[config.mk]
export PLATFORM = sky130hd
export DESIGN_NAME = prio_bus_arb
export DESIGN_NICKNAME = d
export VERILOG_FILES = /design/src/rtl/arb_pkg.sv /design/src/rtl/arb_prio_pick.sv /design/src/rtl/arb_release_gate.sv /design/src/rtl/prio_bus_arb.sv
export SDC_FILE = /design/constraint.sdc
export NUM_CORES = 1
export LEC_CHECK = 0
export CAP_MARGIN = 20
export CORE_AREA = 5 5 42 44
export CTS_CLUSTER_SIZE = 30
export DETAILED_ROUTE_END_ITERATION = 10
export DIE_AREA = 0 0 47 49
export SKIP_LAST_GASP = 1
export SLEW_MARGIN = 20
export SYNTH_ARGS = -nofsm -noshare
export SYNTH_HDL_FRONTEND = slang
export SYNTH_HIERARCHICAL = 1
export SYNTH_SLANG_ARGS = --single-unit
[constraint.sdc]
create_clock -name clk -period 3.8 [get_ports clk]
set_clock_uncertainty 0.05 [all_clocks]
set_input_delay 1.14 -clock clk [delete_from_list [all_inputs] [get_ports clk]]
set_output_delay 1.14 -clock clk [all_outputs]
set_load 0.03 [all_outputs]
[src/rtl/arb_pkg.sv]
package arb_pkg;

    // Arbiter phase: a master owns the bus, or a one-clock gap during a handover
    typedef enum logic {
        PH_OWN = 1'b0,
        PH_GAP = 1'b1
    } arb_phase_e;

endpackage

[src/rtl/arb_prio_pick.sv]
// Fixed-priority selector: the highest-index requester wins.
module arb_prio_pick #(
    parameter int N_MST = 2,
    parameter int IDX_W = 1
) (
    input  logic [N_MST-1:0] req,
    output logic [IDX_W-1:0] best,
    output logic             any
);
    always_comb begin
        best = '0;
        any  = 1'b0;
        for (int i = 0; i < N_MST; i++) begin
            if (req[i]) begin
                best = IDX_W'(i);
                any  = 1'b1;
            end
        end
    end
endmodule

[src/rtl/arb_release_gate.sv]
// Tells whether the current owner is at a point where the bus may change hands.
module arb_release_gate #(
    parameter int N_MST = 2,
    parameter int IDX_W = 1
) (
    input  logic [N_MST-1:0] cyc_end,
    input  logic [N_MST-1:0] lock,
    input  logic             sleep,
    input  logic [IDX_W-1:0] owner,
    output logic             allow
);
    logic [N_MST-1:0] point;

    for (genvar i = 0; i < N_MST; i++) begin : g_point
        if (i == 0) begin : g_cpu
            // the processor can also let go at once while it sleeps
            assign point[i] = (cyc_end[i] & ~lock[i]) | sleep;
        end else begin : g_other
            assign point[i] = cyc_end[i] & ~lock[i];
        end
    end

    assign allow = point[owner];
endmodule

[src/rtl/prio_bus_arb.sv]
module prio_bus_arb
    import arb_pkg::*;
#(
    parameter int N_MST = 2
) (
    input  logic             clk,
    input  logic             rst_n,
    input  logic [N_MST-1:0] req,
    input  logic [N_MST-1:0] cyc_end,
    input  logic [N_MST-1:0] lock,
    input  logic             sleep,
    output logic [N_MST-1:0] gnt
);
    localparam int IDX_W = (N_MST > 1) ? $clog2(N_MST) : 1;

    typedef struct packed {
        arb_phase_e       phase;
        logic [IDX_W-1:0] owner;
        logic [N_MST-1:0] gnt;
    } arb_state_t;

    arb_state_t       st_d, st_q;
    logic [IDX_W-1:0] best;
    logic             any_req;
    logic             allow;
    logic [IDX_W-1:0] target;

    arb_prio_pick #(.N_MST(N_MST), .IDX_W(IDX_W)) i_pick (
        .req  (req),
        .best (best),
        .any  (any_req)
    );

    arb_release_gate #(.N_MST(N_MST), .IDX_W(IDX_W)) i_gate (
        .cyc_end (cyc_end),
        .lock    (lock),
        .sleep   (sleep),
        .owner   (st_q.owner),
        .allow   (allow)
    );

    // the bus rests with master 0 when nobody asks for it
    assign target = any_req ? best : '0;

    always_comb begin
        st_d = st_q;
        if (st_q.phase == PH_GAP) begin
            st_d.phase            = PH_OWN;
            st_d.gnt              = '0;
            st_d.gnt[st_q.owner]  = 1'b1;
        end else if ((target != st_q.owner) && allow) begin
            st_d.phase = PH_GAP;
            st_d.owner = target;
            st_d.gnt   = '0;
        end
    end

    always_ff @(posedge clk or negedge rst_n) begin
        if (!rst_n) begin
            st_q.phase <= PH_OWN;
            st_q.owner <= '0;
            st_q.gnt   <= N_MST'(1);
        end else begin
            st_q <= st_d;
        end
    end

    assign gnt = st_q.gnt;

    // never two grants at once
    p_one_grant_r2: assert property (@(posedge clk) disable iff (!rst_n)
        $onehot0(gnt));

    // owner not at a cycle end keeps the bus (sleeping processor excepted)
    p_hold_mid_cycle_r4: assert property (@(posedge clk) disable iff (!rst_n)
        ((|gnt) && ((gnt & cyc_end) == '0) && !(gnt[0] && sleep)) |=> (gnt == $past(gnt)));

    // a locked owner keeps the bus (sleeping processor excepted)
    p_hold_locked_r5: assert property (@(posedge clk) disable iff (!rst_n)
        (((gnt & lock) != '0) && !(gnt[0] && sleep)) |=> (gnt == $past(gnt)));

    // a grant is only ever kept or cleared, never moved directly
    p_gap_first_r7: assert property (@(posedge clk) disable iff (!rst_n)
        (|gnt) |=> ((gnt == $past(gnt)) || (gnt == '0)));

    // an empty grant is filled on the next clock
    p_gap_short_r7: assert property (@(posedge clk) disable iff (!rst_n)
        (gnt == '0) |=> (|gnt));

    // the top master keeps the bus while it requests
    p_top_keeps_r8: assert property (@(posedge clk) disable iff (!rst_n)
        (gnt[N_MST-1] && req[N_MST-1]) |=> gnt[N_MST-1]);

endmodule

==> results_tabular.tex <==
\begin{tabular}{lr}
\hline
Metric & Value \\
\hline
\multicolumn{2}{l}{\textbf{Finish}} \\
Filler Cells Inserted & 163 \\
Multi-input gate area & 128 sq um \\
Number of nets at the end of the flow & 48 \\
Summed area of non-filler cells in the final layout & 379 sq um \\
Antenna Cells & 0 \\
Fraction of layout cells with a size suffix above 1 & 21.1\% \\
Area added between synthesis and finish & 48.5\% \\
Area used by sequential logic in the layout & 101 sq um \\
\multicolumn{2}{l}{\textbf{Power and ir drop}} \\
Leak & 0.158 nW \\
Largest vdd supply drop & 162 uV \\
Total design power & 0.269 mW \\
PwrDens & 710 mW/mm\^{}2 \\
Register share of total power & 33.3\% \\
Int Power & 0.168 mW \\
Switching Power & 0.101 mW \\
Portion of total power attributed to the clock network & 21.0\% \\
Switching Share & 37.6\% \\
Gate power share & 45.7\% \\
\multicolumn{2}{l}{\textbf{Synthesis}} \\
Post-synth top cells & 3 x sky130\_fd\_sc\_hd\_\_buf\_4, 3 x sky130\_fd\_sc\_hd\_\_dfrtp\_1 \\
Portion of the post-synthesis area used by sequential elements & 39.7\% \\
Post-synthesis cell type count & 17 \\
Top post-synthesis cells by area & sky130\_fd\_sc\_hd\_\_dfrtp\_1 29\%, sky130\_fd\_sc\_hd\_\_dfstp\_2 10\%, sky130\_fd\_sc\_hd\_\_buf\_4 8.8\% \\
Synthesized instance count & 27 \\
Share of the synthesized area in the top cell type & 29.4\% \\
Warning count from the yosys run & 6 \\
Flip-flop and latch count after synthesis & 4 \\
Average cell area after synthesis & 9.45 sq um \\
Number of synthesized flops with an enable pin & 0 \\
Cell area after synthesis & 255 sq um \\
Synthesized netlist net count & 36 \\
Leading register cell type out of synthesis & sky130\_fd\_sc\_hd\_\_dfrtp\_1 \\
Biggest area consumer among synthesized cells & sky130\_fd\_sc\_hd\_\_dfrtp\_1 \\
Post-synth ARST share & 100\% \\
\multicolumn{2}{l}{\textbf{Drt}} \\
Number of antenna-violating nets in the routed design & 0 \\
DRT iter0 DRCs & 3 \\
TritonRoute pass-1 iters & 4 \\
Total via count after detailed routing & 218 \\
Routed len/inst & 9.04 microns \\
Number of DRC violations after detailed routing & 0 \\
Routed WL & 488 microns \\
Via density per instance & 4.04 \\
\multicolumn{2}{l}{\textbf{Critical path}} \\
CP bufs+invs & 1 \\
Max incr delay on CP & 660 ps \\
Crit end category & primary output \\
Crit-path leading delay family & buffers and inverters \\
Kind of launch point of the worst setup path & flop \\
Worst Path Required & 2610 ps \\
Critical path class & reg2out \\
Arrival time reported for the critical path endpoint & 1400 ps \\
Slowest cell on the critical path & sky130\_fd\_sc\_hd\_\_clkdlybuf4s50\_1 \\
Biggest fanout along the worst timing path & 2 \\
Worst path cell trace & clkdlybuf4s50\_1 \\
\multicolumn{2}{l}{\textbf{Place}} \\
Half-perimeter wire length after detailed placement & 392 microns \\
Total of buffers placed on input and output ports & 10 \\
Routability Congestion & 0.706 \\
Post-place instance area & 353 sq um \\
Setup WS pre-CTS & 1230 ps \\
\multicolumn{2}{l}{\textbf{Clocking}} \\
Root Driver & sky130\_fd\_sc\_hd\_\_clkbuf\_4 \\
Total CTS buffers & 3 \\
Maximum level of the CTS H-tree & 1 \\
Number of hold buffers added after CTS & 0 \\
Number of buffers on the longest clock path & 2 \\
Worst-skew pair later-pin latency & 240 ps \\
Count of instances resized after the clock tree is built & 0 \\
Clock Pin Slew Worst Setup and Hold Paths & 40 ps \\
CTS tree & yes \\
Post-CTS Setup Bufs & 0 \\
Clock Sinks & 4 \\
\multicolumn{2}{l}{\textbf{Die}} \\
Core Box Area & 0.00140 sq mm \\
Effective utilization at floorplan & 18.2\% \\
Row count & 14 \\
Die W & 47 microns \\
Die height & 49 microns \\
I/O pin cnt & 11 \\
DIE AREA & 0.00230 sq mm \\
\multicolumn{2}{l}{\textbf{Global route}} \\
Largest net degree at the start of global routing & 10 \\
Global-route wire length before repair & 869 microns \\
Antenna violations before repair & 0 \\
GRT overflow & 0 \\
Overall global routing resource usage & 5.72\% \\
Vias in the first global route & 210 \\
\multicolumn{2}{l}{\textbf{STA}} \\
Setup violations, final & 0 \\
Final cycle utilization of the critical path & 68.2\% \\
Final number of max-transition violations & 0 \\
Summed negative setup slack over all endpoints & 0 ps \\
Relative slew slack & 71.6\% \\
Unrepaired setup endpoints after global routing & no \\
Transition time at the pin with the least slew margin & 426 ps \\
Least setup slack across all paths after layout & 1210 ps \\
Highest attainable clock frequency & 386 MHz \\
Shortest period the worst path allows & 2590 ps \\
Hold violation total from the final report & 0 \\
\multicolumn{2}{l}{\textbf{Min path}} \\
Hold/Removal Path Class & reg2reg \\
\multicolumn{2}{l}{\textbf{Outcome}} \\
Run status & finished, final reports clean \\
\multicolumn{2}{l}{\textbf{Run}} \\
Number of maximum-capacitance violations & 0 \\
\hline
\end{tabular}
==> state kept, by name, indices dropped and copies added (netlist names) <==
register / flops
gnt: 2
st_q: 2
==> final timing paths <==
check / start / end / slack (ps) / depth (start not counted)
max: gnt[0]$_DFFE_PN1P_ / gnt[0] / 1210 / 1
min: st_q[3]$_DFF_PN0_ / gnt[1]$_DFFE_PN0P_ / 510 / 1
max reg2reg: st_q[2]$_DFFE_PN0P_ / gnt[1]$_DFFE_PN0P_ / 2290 / 4
min reg2reg: st_q[3]$_DFF_PN0_ / gnt[1]$_DFFE_PN0P_ / 510 / 1
max in group asynchronous: rst_n / gnt[0]$_DFFE_PN1P_ / 2390 / 1
min in group asynchronous: rst_n / st_q[2]$_DFFE_PN0P_ / 1060 / 1
==> layer usage <==
metal | vias to the layer above | track usage (%) | routed length (microns)
met4 | 0 | 9.68 | 47
met2 | 9 | 6.79 | 212
li1 | 112 | - | -
met1 | 93 | 6.64 | 189
met3 | 4 | 0 | 38
met5 | - | 0 | 0
==> placed cells by master, fill, tap and decap left out, drive strengths merged <==
cell type,n
dfrtp,3
clkdlybuf4s50,10
nand2,3
xor2,1
dfstp,1
and3,1
nor2,2
a22oi,1
nor3,2
clkbuf,4
nand2b,3
o21ai,2
a31oi,2
or2,1
o22a,1
inv,1
==> final cells by class <==
| type | count | area share (%) |
|---|---|---|
| Clock buffer | 4 | 6.93 |
| Inverter | 1 | 0.990 |
| Multi-Input combinational cell | 19 | 33.7 |
| Sequential cell | 4 | 26.7 |
| Tap cell | 16 | 5.28 |
| Timing Repair Buffer | 10 | 26.4 |
==> through the flow <==
step / hold slack [ps] / utilization (%) / std cells
floorplan: 472 / - / 27
global placement: 506 / 25.2 / 50
detailed placement: 510 / 25.2 / 50
CTS: 513 / 27.1 / 54
global route: 537 / 27.1 / 54
finish: 513 / 27.1 / 54
==> kinds of logic after synthesis <==
family | count (synthesis) | synth area share (%)
AOI/OAI and AO/OA | 6 | 15.2
xor gates and xnor gates | 1 | 3.43
buffers and inverters | 4 | 10.3
DFF | 4 | 39.7
and+or+nand+nor | 12 | 31.4
==> power groups by stage <==
stage | Combinational, mW | Sequential, mW | Clock [mW]
6_report | 0.123 | 0.0897 | 0.0565
5_1_grt | 0.136 | 0.0944 | 0.0618
4_1_cts | 0.124 | 0.0901 | 0.0591
3_5_place_dp | 0.123 | 0.0906 | 0
3_3_place_gp | 0.121 | 0.0909 | 0
2_1_floorplan | 0.102 | 0.0856 | 0
Note: power is estimated with default switching activity, not from simulation.
